<file path="src/rtl/icap_pkg.sv">
package icap_pkg;
  localparam int unsigned DEF_CNT_W  = 8;
  localparam int unsigned DEF_PRESC  = 32;
  localparam int unsigned DEF_SYNC_N = 2;

  // Outcome of one cycle in the capture holder.
  typedef enum logic [1:0] {
    HOLD_IDLE  = 2'd0,
    HOLD_TAKE  = 2'd1,
    HOLD_CLEAR = 2'd2,
    HOLD_BLOCK = 2'd3
  } hold_act_e;
endpackage

</file>
<file path="src/rtl/icap_prescaler.sv">
module icap_prescaler #(
  parameter int unsigned PRESC = 32
) (
  input  logic clk,
  input  logic rst_n,
  input  logic halt,
  output logic tick
);
  generate
    if (PRESC <= 1) begin : g_direct
      // No division: every non-halted cycle is a tick.
      assign tick = !halt;
    end else begin : g_div
      localparam int unsigned PW = $clog2(PRESC);
      localparam logic [PW-1:0] LAST = PW'(PRESC - 1);
      logic [PW-1:0] div_q;

      always_ff @(posedge clk or negedge rst_n) begin
        if (!rst_n) begin
          div_q <= '0;
        end else if (!halt) begin
          if (div_q == LAST) div_q <= '0;
          else               div_q <= div_q + 1'b1;
        end
      end

      assign tick = !halt && (div_q == LAST);
    end
  endgenerate
endmodule

</file>
<file path="src/rtl/icap_counter.sv">
module icap_counter #(
  parameter int unsigned CNT_W = 8
) (
  input  logic             clk,
  input  logic             rst_n,
  input  logic             tick,
  output logic [CNT_W-1:0] cnt
);
  always_ff @(posedge clk or negedge rst_n) begin
    if (!rst_n)    cnt <= '0;
    else if (tick) cnt <= cnt + 1'b1;  // natural wrap at all-ones
  end
endmodule

</file>
<file path="src/rtl/icap_sync_edge.sv">
module icap_sync_edge #(
  parameter int unsigned SYNC_N = 2
) (
  input  logic clk,
  input  logic rst_n,
  input  logic pin,
  output logic rise
);
  logic [SYNC_N-1:0] chain_q;
  logic              prev_q;

  always_ff @(posedge clk or negedge rst_n) begin
    if (!rst_n) chain_q[0] <= 1'b0;
    else        chain_q[0] <= pin;
  end

  generate
    for (genvar i = 1; i < SYNC_N; i++) begin : g_stage
      always_ff @(posedge clk or negedge rst_n) begin
        if (!rst_n) chain_q[i] <= 1'b0;
        else        chain_q[i] <= chain_q[i-1];
      end
    end
  endgenerate

  always_ff @(posedge clk or negedge rst_n) begin
    if (!rst_n) prev_q <= 1'b0;
    else        prev_q <= chain_q[SYNC_N-1];
  end

  assign rise = chain_q[SYNC_N-1] && !prev_q;
endmodule

</file>
<file path="src/rtl/icap_hold.sv">
module icap_hold
  import icap_pkg::*;
#(
  parameter int unsigned CNT_W = 8
) (
  input  logic             clk,
  input  logic             rst_n,
  input  logic             rise,
  input  logic             clr,
  input  logic [CNT_W-1:0] cnt,
  output logic [CNT_W-1:0] cap_q,
  output logic             flag_q
);
  hold_act_e act;

  always_comb begin
    if (clr)                 act = HOLD_CLEAR;  // read wins over a same-cycle edge
    else if (rise && flag_q) act = HOLD_BLOCK;
    else if (rise)           act = HOLD_TAKE;
    else                     act = HOLD_IDLE;
  end

  always_ff @(posedge clk or negedge rst_n) begin
    if (!rst_n) begin
      cap_q  <= '0;
      flag_q <= 1'b0;
    end else begin
      unique case (act)
        HOLD_TAKE: begin
          cap_q  <= cnt;
          flag_q <= 1'b1;
        end
        HOLD_CLEAR: flag_q <= 1'b0;
        default: ;
      endcase
    end
  end
endmodule

</file>
<file path="src/rtl/icap_latch.sv">
module icap_latch
  import icap_pkg::*;
#(
  parameter int unsigned CNT_W  = DEF_CNT_W,
  parameter int unsigned PRESC  = DEF_PRESC,
  parameter int unsigned SYNC_N = DEF_SYNC_N
) (
  input  logic             clk,
  input  logic             rst_n,
  input  logic             cap_pin,
  input  logic             halt,
  input  logic             rd_stb,
  input  logic             rd_sel,
  input  logic             irq_en,
  output logic [CNT_W-1:0] cap_data,
  output logic             cap_flag,
  output logic             irq
);
  logic             cnt_tick;
  logic [CNT_W-1:0] cnt_val;
  logic             edge_seen;
  logic             rd_hit;

  assign rd_hit = rd_stb && rd_sel;

  icap_prescaler #(.PRESC(PRESC)) u_presc (
    .clk   (clk),
    .rst_n (rst_n),
    .halt  (halt),
    .tick  (cnt_tick)
  );

  icap_counter #(.CNT_W(CNT_W)) u_cnt (
    .clk   (clk),
    .rst_n (rst_n),
    .tick  (cnt_tick),
    .cnt   (cnt_val)
  );

  icap_sync_edge #(.SYNC_N(SYNC_N)) u_sync (
    .clk   (clk),
    .rst_n (rst_n),
    .pin   (cap_pin),
    .rise  (edge_seen)
  );

  icap_hold #(.CNT_W(CNT_W)) u_hold (
    .clk    (clk),
    .rst_n  (rst_n),
    .rise   (edge_seen),
    .clr    (rd_hit),
    .cnt    (cnt_val),
    .cap_q  (cap_data),
    .flag_q (cap_flag)
  );

  assign irq = cap_flag && irq_en;
endmodule

</file>
<file path="config.mk">
export PLATFORM = sky130hd
export DESIGN_NAME = icap_latch
export DESIGN_NICKNAME = d
export VERILOG_FILES = /design/src/rtl/icap_pkg.sv /design/src/rtl/icap_prescaler.sv /design/src/rtl/icap_counter.sv /design/src/rtl/icap_sync_edge.sv /design/src/rtl/icap_hold.sv /design/src/rtl/icap_latch.sv
export SDC_FILE = /design/constraint.sdc
export NUM_CORES = 1
export LEC_CHECK = 0
export CAP_MARGIN = 0
export CELL_PAD_IN_SITES_DETAIL_PLACEMENT = 0
export CELL_PAD_IN_SITES_GLOBAL_PLACEMENT = 1
export CORE_ASPECT_RATIO = 0.9
export CORE_MARGIN = 8
export CORE_UTILIZATION = 35
export CTS_BUF_LIST = sky130_fd_sc_hd__clkbuf_2
export DETAILED_ROUTE_END_ITERATION = 7
export DONT_BUFFER_PORTS = 1
export PLACE_DENSITY = 0.61
export SYNTH_ARGS = -nofsm -noshare
export SYNTH_HDL_FRONTEND = slang
export SYNTH_HIERARCHICAL = 1
export SYNTH_SLANG_ARGS = --single-unit
</file>
<file path="constraint.sdc">
create_clock -name clk -period 2.05 [get_ports clk]
set_input_delay 0.41 -clock clk [delete_from_list [all_inputs] [get_ports clk]]
set_output_delay 0.41 -clock clk [all_outputs]
set_load 0.01 [all_outputs]
</file>
# After elaboration in Yosys (flattened, before gate mapping)
# Cells that the tools add are included.
[totals] rom_bits=0 latchBits=0 inputBits=7 output_inout_bits=10 mem_count=0 wordCells=25 reg_bits=25 ramBits=0
[op_classes] n_lt_le_gt_ge=0 n_reduce_logical=8 multipliers=0 n_addsub=2 n_shift=0 bitwise_logic=0 div_mod_pow=0 n_eq_ne=3 muxes=5
[ops] cell="8-bit by 1-bit adder with 8-bit output (second input constant)" n=1
[ops] cell="5-bit by 1-bit adder with 5-bit output (second input constant)" n=1
[ops] cell="5-bit == test (second input constant)" n=1
[ops] cell="1-bit logical AND" n=5
[ops] cell="5-bit 2-to-1 mux" n=1
[ops] cell="2-bit 2-to-1 mux" n=2
[ops] cell="2-bit by 1-bit == test with 1-bit output (second input constant)" n=1
[ops] cell="2-bit == test (second input constant)" n=1
[ops] cell="1-bit zero test" n=2
[ops] cell="1-bit one-hot mux with 2 select lines" n=1
[ops] cell="2-bit nonzero test" n=1
[ops] cell="1-bit 2-to-1 mux" n=1

# Depth between registers and ports, before layout
[logic_depth] word_depth=7 mapped_depth=7 depth_no_buf=7

# By module
# The synthesis kept the hierarchy.
[modules_own_cells] module="icap_hold" seq_area_each_um2=225.2 area_each_um2=409.1 instances=1 cells_each=26
[modules_own_cells] module="icap_counter" seq_area_each_um2=200.2 area_each_um2=337.8 instances=1 cells_each=26
[modules_own_cells] module="icap_prescaler" seq_area_each_um2=125.1 area_each_um2=280.3 instances=1 cells_each=24
[modules_own_cells] module="icap_sync_edge" seq_area_each_um2=75.1 area_each_um2=88.8 instances=1 cells_each=4
[modules_own_cells] module="icap_latch" seq_area_each_um2=0.0 area_each_um2=12.5 instances=1 cells_each=2

# Least setup slack after synthesis
# Ideal clock, no wire load.
[synth_path] path_kind="flip-flop to flip-flop" start="reg u_presc.g_div.div_q[0]" end="reg u_cnt.cnt[5]" path_slack_ns=0.421 required_time_ns=1.927 stages_incl_launch_ff=8 setup_time_ns=0.123 synth_period_minus_slack_ns=1.629 n_path_buf=0 t_arrival_ns=1.506 path_cell_list="dfrtp_1 ha_1 and3_1 ha_1 and2b_2 nand4_2 nor2_2 xor2_1"
[synth_between] elab_chain_cells=2
[synth_rtl] element="start, declared" line_no="icap_prescaler.sv:16" text="logic [PW-1:0] div_q;"
[synth_rtl] element="start signal, assigned" line_no="icap_prescaler.sv:23" text="else div_q <= div_q + 1'b1;"
[synth_rtl] element="5-bit == test" line_no="icap_prescaler.sv:27" text="assign tick = !halt && (div_q == LAST);"
[synth_rtl] element="1-bit logical AND" line_no="icap_prescaler.sv:27"
[synth_rtl] element="net cnt_tick" line_no="icap_latch.sv:19" text="logic cnt_tick;"
[synth_rtl] element="end signal, assigned" line_no="icap_counter.sv:11" text="else if (tick) cnt <= cnt + 1'b1;"
[synth_rtl] element="end, declared" line_no="icap_counter.sv:7" text="output logic [CNT_W-1:0] cnt"
# The timed path passes the listed nets, and every way through them passes these cells.
# A chain may end at the register's enable or synchronous reset.

# Worst setup path in the final report
# Ends and elaborated chain as after synthesis.

==> impl_results.md <==
* Number of buffers added by the clock tree synthesis step at 3
* Clock transition at the registers of the reported paths at 0.24 ns
* Cell leakage power at 0.609 nW
* Kind of critical path: flop to flop
* Number of antenna violations at the first check in global routing at 0
* Worst setup slack for register-to-register paths at 0.33 ns
* Final hold violations at 0
* Required time at the worst-slack endpoint at about 2.3 ns
* Core utilization of the finished layout at 40.1%
* Cell variety after synth at 23
* RSZ-0062 raised after global routing: no
* Total number of yosys warnings at 6
* Clock Skew at 0.00973 ns
* Core Rows at 19
* Sw frac at 29.3%
* Post-DP HPWL at 1.27 mm
* Aggregate global routing overflow at 0
* Per-instance average area after synthesis at 13.8 µm²
* Pins over their slew limit at 0
* Fill cell total of the finished layout at 287
* Number of global-route vias before repair at 619
* Max frequency at just under 0.6 GHz
* Start point of the worst hold path: halt
* Count of inserted antenna diode cells at 0
* FF-to-FF path depth at 7
* Core Area at ~3100 µm²
* Count of cells resized by post-cts repair at 0
* Most frequent cell after synthesis: sky130_fd_sc_hd__dfrtp_1
* Commonest cells post-synth: sky130_fd_sc_hd__dfrtp_1, sky130_fd_sc_hd__mux2_4, sky130_fd_sc_hd__ha_1
* Drt first pass iters at 4
* Hold Path Cell Cnt at 2
* Share of async-settable or async-resettable flops after synthesis at 100%
* Synth area leaders: sky130_fd_sc_hd__dfrtp_1, sky130_fd_sc_hd__mux2_4, sky130_fd_sc_hd__ha_1, sky130_fd_sc_hd__xor2_1, sky130_fd_sc_hd__xnor2_1
* Overall global routing resource usage at 7.23%
* Share of power burned in registers at 64.0%
* Internal at 0.701 mW
* Final cycle utilization of the critical path at a little over four fifths
* Pin count of the biggest net entering global routing at 26
* Antenna violation net count after detailed routing at 0
* Drt wl/cell at around 14 µm
* Critical R2R Capture: u_cnt/cnt[5]$_DFFE_PN0P_
* Initial drt markers at 13
* Rel. slew slack at between 80 and 90%
* Gate Count Post-Synth at 82
* NetSw at 0.290 mW
* Number of buffers added on ports at 0
* Min cycle time layout at approximately 1.7 ns
* Main flop type after synthesis: sky130_fd_sc_hd__dfrtp_1
* Post-CTS setup buffer count at 0
* Final weighted congestion in routability-driven placement at between 0.7 and 0.8
* Number of enable-type register cells in the synthesized netlist at 0
* Number of nets produced by synthesis at 95
* Remaining design rule violation count at 0
* Fraction of final layout cells with drive strength greater than 1 at between 20% and 30%
* Arr. time, crit path at 2.00 ns
* Post-Synthesis Cell Area at 1130 µm²
* Overall die height at 69.9 µm
* Number of vias per cell at 4.66
* Startpoint of the lowest-slack register-to-register path: u_presc/g_div.div_q[0]$_DFFE_PN0N_
* Startpoint kind of the worst setup timing path: flop
* Max cap viols at 0
* Setup Viol. Count Final at 0
* Crit path max fanout at 6
* Peak supply drop at 0.000470 V
* Slew at the pin closest to its max-slew limit at 0.239 ns
* Number of nets in the finished design at 102
* Final setup TNS at 0 ns
* Horizontal die dimension at 75.9 µm
* Post-synth top area cell: sky130_fd_sc_hd__dfrtp_1
* Maximum root-to-sink buffer count at 2
* Result of the run: complete, no violations
* Overall Power at 0.991 mW
* Hold Path Sink: u_presc/g_div.div_q[3]$_DFFE_PN0N_
* TritonCTS clock tree: done
* Detailed-route wire length at 1.77 mm
* DIE AREA at 5300 µm²
* CTS Root Cell: sky130_fd_sc_hd__clkbuf_2
* Number of placed I/O pins at 17
* First-pass GRT wire length at about 2.9 mm
* Logic gate share of total power at between 10% and 20%
* PwrDens at between 800 and 900 nW/µm²
* Clock tree sinks at 25
* Synth Register Bits at 25
* Crit end category: flop
* Top cell type's share of synthesized area at 55.4%
* HP Class: input port to flop
* Vias after detailed routing at 606
* Clock power frac at 19.5%
* Clock latency reported for the late side of the worst-skew pair at approximately 0.34 ns
* Syn-to-layout area delta at 8.87%
* Post-CTS Hold Buffers at 2
* Sequential element share of the synthesized area at 55.4%
* Effective utilization at floorplan at 36.8%
* Maximum level of the CTS H-tree at 1
## sequential cells by signal, indices dropped and copies added (netlist names)
name / count
u_presc/g_div.div_q: 5
u_hold/flag_q: 1
u_sync/chain_q: 2
u_sync/prev_q: 1
u_hold/cap_q: 8
u_cnt/cnt: 8
## kinds of logic after synthesis
kind of cell | share of synthesized area (%)
flip-flops | 55.4
AND/OR/NAND/NOR | 11.8
multiplexers | 15.3
XOR/XNOR | 5.43
AO/OA/AOI/OAI | 2.77
adder cells (fa/ha/maj) | 6.65
buffers and inverters | 2.66
## how the worst max path moves through the flow
stage / startpoint / end / cells after the start
floorplan: u_presc/g_div.div_q[0]$_DFFE_PN0N_ / u_cnt/cnt[5]$_DFFE_PN0P_ / 7
detailed placement: u_presc/g_div.div_q[0]$_DFFE_PN0N_ / u_cnt/cnt[7]$_DFFE_PN0P_ / 7
CTS: u_presc/g_div.div_q[0]$_DFFE_PN0N_ / u_cnt/cnt[5]$_DFFE_PN0P_ / 7
global route: u_presc/g_div.div_q[0]$_DFFE_PN0N_ / u_cnt/cnt[5]$_DFFE_PN0P_ / 7
finish: u_presc/g_div.div_q[0]$_DFFE_PN0N_ / u_cnt/cnt[5]$_DFFE_PN0P_ / 7
global placement: u_presc/g_div.div_q[0]$_DFFE_PN0N_ / u_cnt/cnt[5]$_DFFE_PN0P_ / 7
## per-layer routing
metal / share of wire (%) / track usage (%) / vias to the layer above
li1: - / - / 294
met1: 49 / 9.18 / 296
met2: 43 / 10.3 / 14
met3: 6.9 / 3.00 / 2
met4: 1.5 / 3.20 / 0
met5: 0 / 0 / -
## power groups by stage
stage               registers (mW)  logic [mW]  clock network [mW]
floorplan                    0.624       0.135                   0
global placement             0.644       0.147                   0
detailed placement           0.644       0.147                   0
CTS                          0.635       0.164               0.214
global route                 0.645       0.186               0.234
finish                       0.634       0.163               0.194
## worst max-delay path, stage by stage, from the launching register on
cell and delay, ns:
sky130_fd_sc_hd__dfrtp_1 0.47, sky130_fd_sc_hd__ha_1 0.23, sky130_fd_sc_hd__and3_1 0.20, sky130_fd_sc_hd__ha_1 0.20, sky130_fd_sc_hd__and2b_2 0.25, sky130_fd_sc_hd__nand4_2 0.13, sky130_fd_sc_hd__nor2_2 0.05, sky130_fd_sc_hd__xor2_1 0.13
## metrics by stage
| step | hold WS (ns) | std cells | setup WS [ns] | area, µm² |
|---|---|---|---|---|
| 2_1_floorplan | 0.114 | 82 | 0.421 | 1130 |
| 3_3_place_gp | 0.115 | 123 | 0.352 | 1170 |
| 3_5_place_dp | 0.115 | 123 | 0.331 | 1170 |
| 4_1_cts | 0.0194 | 129 | 0.315 | 1220 |
| 5_1_grt | 0.140 | 130 | 0.199 | 1230 |
| 6_report | 0.195 | 130 | 0.327 | 1230 |
## layout make-up
cell class	instances	area, µm²	area share (%)
repair buffers	4	47.5	3.87
clock buffers	3	15.0	1.22
multi-input cells	53	473	38.5
flip-flops and latches	25	626	50.9
inverters	2	7.51	0.611
well taps	42	52.6	4.28
clock inverters	1	7.51	0.611
## cell usage in the layout, fill, tap and decap left out, types with 3 or more instances in the layout
| cell type | count |
|---|---|
| sky130_fd_sc_hd__nand4_1 | 4 |
| sky130_fd_sc_hd__dfrtp_1 | 25 |
| sky130_fd_sc_hd__clkbuf_2 | 3 |
| sky130_fd_sc_hd__nor2_1 | 3 |
| sky130_fd_sc_hd__mux2_4 | 10 |
| sky130_fd_sc_hd__nand2_1 | 5 |
| sky130_fd_sc_hd__xnor2_1 | 3 |
| sky130_fd_sc_hd__ha_1 | 6 |
| sky130_fd_sc_hd__xor2_1 | 4 |
| sky130_fd_sc_hd__o21ai_0 | 3 |
(Power assumes the default switching activity.)
